<file path="config.mk">
export PLATFORM = sky130hd
export DESIGN_NAME = sti_irq_gen
export DESIGN_NICKNAME = d
export VERILOG_FILES = /design/src/rtl/sti_pkg.sv /design/src/rtl/sti_sync.sv /design/src/rtl/sti_decode.sv /design/src/rtl/sti_irq_gen.sv
export SDC_FILE = /design/constraint.sdc
export NUM_CORES = 1
export LEC_CHECK = 0
export BUFFER_PORTS_ARGS = -buffer_cell sky130_fd_sc_hd__buf_2
export CAP_MARGIN = 40
export CORE_MARGIN = 3
export CORE_UTILIZATION = 37
export DETAILED_ROUTE_END_ITERATION = 7
export PLACE_DENSITY = 0.68
export SLEW_MARGIN = 0
export SYNTH_ARGS = -nofsm -noshare
export SYNTH_HDL_FRONTEND = slang
export SYNTH_HIERARCHICAL = 1
export SYNTH_SLANG_ARGS = --single-unit
</file>
<file path="constraint.sdc">
create_clock -name clk -period 1.7 [get_ports clk]
set_input_delay 0.34 -clock clk [delete_from_list [all_inputs] [get_ports clk]]
set_output_delay 0.34 -clock clk [all_outputs]
set_load 0.005 [all_outputs]
</file>
<file path="src/rtl/sti_pkg.sv">
package sti_pkg;

    typedef enum logic [1:0] {
        MODE_SIO  = 2'b00,
        MODE_TX   = 2'b01,
        MODE_RX   = 2'b10,
        MODE_RSVD = 2'b11
    } ser_mode_e;

    typedef enum logic [1:0] {
        AP_IDLE = 2'b00,
        AP_ADDR = 2'b01,
        AP_DATA = 2'b10
    } addr_phase_e;

    // Decoded view of the control bits
    typedef struct packed {
        logic illegal;
        logic i2c;
        logic nine;
        logic auto_ack;
        logic addr_mode;
    } cfg_t;

endpackage

</file>
<file path="src/rtl/sti_sync.sv">
module sti_sync #(
    parameter int STAGES = 2
) (
    input  logic clk,
    input  logic rst_n,
    input  logic din,
    output logic rise
);
    logic [STAGES-1:0] sh_q;
    logic              prev_q;

    generate
        if (STAGES == 1) begin : g_one
            always_ff @(posedge clk or negedge rst_n) begin
                if (!rst_n) sh_q <= '0;
                else        sh_q <= din;
            end
        end else begin : g_many
            always_ff @(posedge clk or negedge rst_n) begin
                if (!rst_n) sh_q <= '0;
                else        sh_q <= {sh_q[STAGES-2:0], din};
            end
        end
    endgenerate

    always_ff @(posedge clk or negedge rst_n) begin
        if (!rst_n) prev_q <= 1'b0;
        else        prev_q <= sh_q[STAGES-1];
    end

    assign rise = sh_q[STAGES-1] & ~prev_q;
endmodule

</file>
<file path="src/rtl/sti_decode.sv">
module sti_decode
    import sti_pkg::*;
(
    input  logic [1:0] ser_mode,
    input  logic       busy_en,
    input  logic       wake_en,
    input  logic [1:0] wt_sel,
    input  logic       ack_auto_en,
    output cfg_t       cfg
);
    always_comb begin
        cfg         = '0;
        cfg.illegal = 1'b1;
        unique case (ser_mode_e'(ser_mode))
            MODE_SIO: begin
                if (!busy_en && !wake_en && wt_sel == 2'b00 && !ack_auto_en)
                    cfg.illegal = 1'b0;
            end
            MODE_TX: begin
                if (!busy_en && !wake_en && wt_sel[1] && !ack_auto_en) begin
                    cfg.illegal = 1'b0;
                    cfg.nine    = wt_sel[0];
                end
            end
            MODE_RX: begin
                if (busy_en && wt_sel[1]) begin
                    if (!wake_en) begin
                        if (!wt_sel[0]) begin
                            cfg.illegal = ack_auto_en;
                        end else begin
                            cfg.illegal  = 1'b0;
                            cfg.nine     = 1'b1;
                            cfg.auto_ack = ack_auto_en;
                        end
                    end else if (wt_sel[0] && ack_auto_en) begin
                        cfg.illegal   = 1'b0;
                        cfg.nine      = 1'b1;
                        cfg.auto_ack  = 1'b1;
                        cfg.addr_mode = 1'b1;
                    end
                end
            end
            default: ;
        endcase
        cfg.i2c = !cfg.illegal && (ser_mode_e'(ser_mode) != MODE_SIO);
        if (cfg.illegal) begin
            cfg.nine      = 1'b0;
            cfg.auto_ack  = 1'b0;
            cfg.addr_mode = 1'b0;
        end
    end
endmodule

</file>
<file path="src/rtl/sti_irq_gen.sv">
module sti_irq_gen
    import sti_pkg::*;
#(
    parameter int BYTE_BITS   = 8,
    parameter int SYNC_STAGES = 2
) (
    input  logic                 clk,
    input  logic                 rst_n,
    input  logic [1:0]           ser_mode,
    input  logic                 busy_en,
    input  logic                 wake_en,
    input  logic [1:0]           wt_sel,
    input  logic                 ack_auto_en,
    input  logic                 sclk_in,
    input  logic                 start_stb,
    input  logic                 stop_stb,
    input  logic [BYTE_BITS-1:0] rx_byte,
    input  logic [BYTE_BITS-1:0] slave_addr,
    output logic                 irq,
    output logic                 set_err,
    output logic                 ack_drive
);
    localparam int CW = $clog2(BYTE_BITS + 2);
    localparam logic [CW-1:0] LAST_DATA = CW'(BYTE_BITS);
    localparam logic [CW-1:0] LAST_ACK  = CW'(BYTE_BITS + 1);

    typedef struct packed {
        logic [CW-1:0] cnt;
        logic          irq;
        logic          err;
        logic          ack;
        addr_phase_e   aph;
        logic          match;
    } state_t;

    state_t        st_d, st_q;
    cfg_t          cfg;
    logic          sclk_rise;
    logic [CW-1:0] cnt_inc;
    logic [CW-1:0] target;
    logic          addr_hit;

    sti_sync #(.STAGES(SYNC_STAGES)) sync_i (
        .clk   (clk),
        .rst_n (rst_n),
        .din   (sclk_in),
        .rise  (sclk_rise)
    );

    sti_decode dec_i (
        .ser_mode    (ser_mode),
        .busy_en     (busy_en),
        .wake_en     (wake_en),
        .wt_sel      (wt_sel),
        .ack_auto_en (ack_auto_en),
        .cfg         (cfg)
    );

    always_comb begin
        st_d     = st_q;
        st_d.irq = 1'b0;
        st_d.err = cfg.illegal;
        cnt_inc  = st_q.cnt + 1'b1;
        target   = cfg.nine ? LAST_ACK : LAST_DATA;
        addr_hit = (rx_byte == slave_addr);

        if (cfg.illegal) begin
            st_d.cnt   = '0;
            st_d.ack   = 1'b0;
            st_d.aph   = AP_IDLE;
            st_d.match = 1'b0;
        end else if (cfg.i2c && start_stb) begin
            st_d.cnt   = '0;
            st_d.ack   = 1'b0;
            st_d.aph   = AP_ADDR;
            st_d.match = 1'b0;
        end else if (cfg.addr_mode && stop_stb) begin
            st_d.cnt   = '0;
            st_d.ack   = 1'b0;
            st_d.aph   = AP_IDLE;
            st_d.match = 1'b0;
            st_d.irq   = 1'b1;
        end else if (sclk_rise) begin
            st_d.cnt = cnt_inc;
            if (cnt_inc == LAST_DATA) begin
                if (cfg.addr_mode && st_q.aph == AP_ADDR)
                    st_d.match = addr_hit;
                st_d.ack = !cfg.addr_mode || st_q.aph == AP_DATA ||
                           (st_q.aph == AP_ADDR && addr_hit);
            end
            if (cnt_inc == target) begin
                st_d.cnt = '0;
                st_d.ack = 1'b0;
                if (!cfg.addr_mode) begin
                    st_d.irq = 1'b1;
                end else begin
                    unique case (st_q.aph)
                        AP_DATA: st_d.irq = 1'b1;
                        AP_ADDR: begin
                            st_d.irq = st_q.match;
                            st_d.aph = st_q.match ? AP_DATA : AP_IDLE;
                        end
                        default: ;
                    endcase
                end
            end
        end

        if (!cfg.auto_ack)
            st_d.ack = 1'b0;
    end

    always_ff @(posedge clk or negedge rst_n) begin
        if (!rst_n) begin
            st_q <= '{cnt: '0, irq: 1'b0, err: 1'b0, ack: 1'b0,
                      aph: AP_IDLE, match: 1'b0};
        end else begin
            st_q <= st_d;
        end
    end

    assign irq       = st_q.irq;
    assign set_err   = st_q.err;
    assign ack_drive = st_q.ack;
endmodule

</file>
# Word level (Yosys, flattened, before mapping)
# Cells that the tools add are included.
# totals
regBits	13
output_inout_bits	3
wordCells	89
in_bits	28
# classes
bitwise	2
eq_ne	9
reduce_logical	31
add_sub_neg	1
mux	38
# op_table
cell	count
$mux 4	6
$reduce_bool 4->1	6
$mux 1	16
$mux 5	3
$logic_and 1x1->1	12
$mux 2	6
$mux 3	4
$eq 8x8->1	1
$ne 6x2->1 const B	1
$logic_not 1->1	5
$ne 5x2->1 const B	1
$add 4x1->4 const B	1
$eq 2x1->1 const B	2
$eq 2x2->1 const B	2
$eq 4x4->1	1
$eq 4x4->1 const B	1
$logic_not 2->1	2
$pmux 1 s2	2
$reduce_and 4->1	1
$pmux 1 s3	1
$reduce_and 3->1	1
$logic_or 1x1->1	2
$reduce_and 2->1	1
$reduce_bool 2->1	1
2 further kinds	2

# Longest topological paths before layout
# logic_depth
depth_word	17
depth_mapped	11
ltp_nobuf	10

# By module
# Netlist, hierarchy kept.
# by_module_without_submodules
mod	area_per_inst_um2	seq_area_each_um2	n_inst	cells_per_inst
sti_irq_gen	715.7	250.2	1	79
sti_decode	192.7	0.0	1	23
sti_sync	88.8	75.1	1	4

# Worst setup path after synthesis
# Ideal clock, no wire load.
# synth_timing
kind	input -> register
start	input ser_mode[1]
end	register st_q[2] (netlist bit)
t_required_ps	1571
path_buffers	1
cell_stages	11
arrival_time_ps	1921
setup_time_ps	129
setup_slack_ps	-350
cell_sequence	inv_1 -> ha_1 -> and3b_2 -> a22oi_1 -> nor3_1 -> and2b_1 -> o21ai_1 -> a221o_1 -> buf_6 -> o211ai_1 -> o31ai_1
# synth_lines
item	line	text
start, declared	sti_irq_gen.sv:9	input logic [1:0] ser_mode,
end signal, assigned	sti_irq_gen.sv:115	st_q <= '{cnt: '0, irq: 1'b0, err: 1'b0, ack: 1'b0,
end signal, assigned	sti_irq_gen.sv:118	st_q <= st_d;
end, declared	sti_irq_gen.sv:36	state_t st_d, st_q;

==> flow_summary.yaml <==
placed_design:
  pre_cts_ws_ns: -0.621
  gp_congestion: 0.833
  dp_hpwl_um: 2060
  port_buffers: 30
  placed_area_sq_um: 1350
sta:
  holdWs_ns: 0.165
  setup_violations: 7
  tns_ns: -0.798
  rsz0062_at_grt: "true"
  slew-limit-headroom: 0.702
  min_period_ns: 1.85
  max_freq_ghz: 0.540
  worst_pin_slew_ns: 0.444
  fin_crit_sh: 1.09
  drv_slew: 0
  skew_ns: 0.00896
  fin_ws_ns: -0.153
  hold_viol: 0
worst_setup_path:
  endpoint_kind: "flip-flop"
  r2r-end: "st_q[2]"
  cp.required_ns: 1.87
  max_stage_delay_ns: 0.38
  r2r_start: "st_q[6]"
  crit_path_top_delay_cell: "a221o_1"
  critPathCapture: "st_q[9]"
  worstPathArrival_ns: 2.03
  path_max_fanout: 4
  critical_path_class: "primary input to flip-flop"
  r2r_setup_slack_ns: -0.04
  start_kind: "primary input"
  crit_start: "ser_mode[1]"
  path_cells: "buf_12 -> inv_12 -> ha_4 -> and3b_2 -> a22oi_2 -> nor3_2 -> and2b_1 -> o21ai_2 -> buf_4 -> a221o_1 -> nand3_1 -> a31oi_1"
  ff2ff_path_depth: 5
floorplanning:
  die_w_um: 57.9
  start_util: 0.395
  die-area_sq_um: 3350
  core_area_sq_um: 2520
  die_h_um: 57.9
  rows: 18
  ios: 31
finish:
  nets: 198
  syn_to_final_growth_pct: 51.9
  diodes: 0
  layout-drive-gt1-share: 0.494
  finalInstanceArea_sq_um: 1520
outcome:
  violations: "negative setup slack"
  status: "finished with violations"
synth:
  ys_types: 43
  syn_area_sq_um: 997
  synth_edf_count: 0
  ys_seq_elements: 13
  yosys_warnings: 6
  async_flop_share: 1.00
  synth_seq_area_share: 0.326
  synthesis.instances: 106
  synthFlopType: "dfrtp_1"
  syn_nets: 141
  avgSynthCellArea_sq_um: 9.41
detailed_routing:
  drc: 0
  routed_wl_um: 2740
  drtIter0Drc: 23
  wl_per_cell_um: 14.3
  ant_nets: 0
  vias_per_cell: 5.32
  vias: 1021
  first_pass_iters: 4
power_and_ir_drop:
  pwr_density_cell_nw_per_um2: 474
  ir_drop_uv: 306
  power.leakage_nw: 0.686
  finalPower_uw: 718
global_route:
  grt_max_degree: 14
  antenna_found_initial: 0
  grt_overflow_total: 0
  grt_pass1_vias: 1084
  grt_pass1_wl_um: 4570
  grt_use_total: 0.180
cts:
  clk_latency_ns: 0.29
  cts-buffers-inserted: 3
  cts_sinks: 13
  cts_max_level: 1
  root_buffer: "clkbuf_4"
  clk_pin_slew_ns: 0.09
  cts_tree: "built"
  cts_buffer_depth: 2
flow_run:
  max_cap_violations: 0
worst_hold_path:
  hold_class: "primary input to flip-flop"
## registers in the layout (all words and copies together), names as in the netlist
signal,count
st_q,7
sync_i/sh_q,2
ack_drive,1
irq,1
set_err,1
sync_i/prev_q,1
## per-layer routing
layer,up-vias,global-route usage,part of all wire
met3,7,0.0334,0.069
met2,37,0.355,0.54
li1,498,-,-
met5,-,0,0
met4,0,0.0795,0.025
met1,479,0.178,0.36
## repair_timing
item	4_1_cts	5_1_grt
hold buffers	1	0
pin swaps	9	5
gates resized for setup	15	6
cloned	1	0
endpoints found under the setup margin	9	9
setup buffers	3	1
endpoints found under the hold margin	13	0
## worst min-delay path by stage
| stage | startpoint | slack, ns | to | depth (start not counted) |
|---|---|---|---|---|
| floorplan | rst_n | 0.04 | ack_drive | 0 |
| global placement | rst_n | 0.24 | set_err | 1 |
| detailed placement | rst_n | 0.25 | set_err | 1 |
| CTS | sclk_in | 0.17 | sync_i/sh_q[0] | 1 |
| global route | sclk_in | 0.16 | sync_i/sh_q[0] | 1 |
| finish | sclk_in | 0.17 | sync_i/sh_q[0] | 1 |
## cells in the final DEF (no fill, tap or decap), types with 2 or more instances in the layout
master	netlist	final
a21oi_1	3	2
a31oi_1	2	2
and3b_1	2	2
buf_2	0	28
buf_4	0	21
clkbuf_4	0	3
dfrtp_1	13	13
ha_1	7	3
ha_4	0	3
inv_1	6	4
nand2_1	10	8
nand2_2	0	2
nand2b_1	3	3
nand3_1	4	4
nand3b_1	3	3
nand4_1	2	2
nor2_1	6	6
nor2b_1	2	2
nor4_1	2	2
o211ai_1	2	2
o21ai_2	1	2
xor2_1	10	10
## per-stage QoR
stage / std cells / util
6_report: 192 / 0.601
5_1_grt: 192 / 0.601
4_1_cts: 191 / 0.586
3_5_place_dp: 182 / 0.536
3_3_place_gp: 182 / 0.536
2_1_floorplan: 106 / -
## cell usage after synthesis, types with 2 or more instances
cell type  count  area (sq um)
nor2_1         6          22.5
nand3b_1       3          22.5
nor4_1         2          12.5
nor2b_1        2          12.5
dfrtp_1       13           325
a21oi_1        3          15.0
nand2_1       10          37.5
nand2b_1       3          18.8
xor2_1        10          87.6
nand4_1        2          12.5
inv_1          6          22.5
and3b_1        2          17.5
and3_1         2          12.5
o21ai_0        2          10.0
a31oi_1        2          12.5
ha_1           7          87.6
o211ai_1       2          15.0
nand3_1        4          20.0
## power breakdown
group	total, mW	internal (mW)	switching (mW)
registers	0.323	0.318	0.00500
logic	0.192	0.101	0.0916
clock network	0.203	0.0913	0.112
total	0.718	0.510	0.208
## cell families after synthesis
kind of cell / Yosys count / share of synthesized area
and+or+nand+nor: 45 / 0.269
AOI/OAI and AO/OA: 22 / 0.182
DFF: 13 / 0.326
xor gates and xnor gates: 10 / 0.0878
buffers and inverters: 8 / 0.0376
adders and majority gates: 7 / 0.0878
muxes: 1 / 0.0100
## layout make-up
class / count / area [sq um]
Fill cell: 213 / 1010
Clock buffer: 4 / 26.3
Multi-Input combinational cell: 86 / 734
Sequential cell: 13 / 325
Tap cell: 30 / 37.5
Timing Repair Buffer: 53 / 354
Inverter: 6 / 37.5
## critical path: cells and delay by family
family / cells / cell delay [ns]
AOI/OAI and AO/OA: 4 / 0.65
buffers and inverters: 3 / 0.30
adders and majority gates: 1 / 0.13
and+or+nand+nor: 4 / 0.60
No activity file was read; power rests on OpenSTA's default activity.
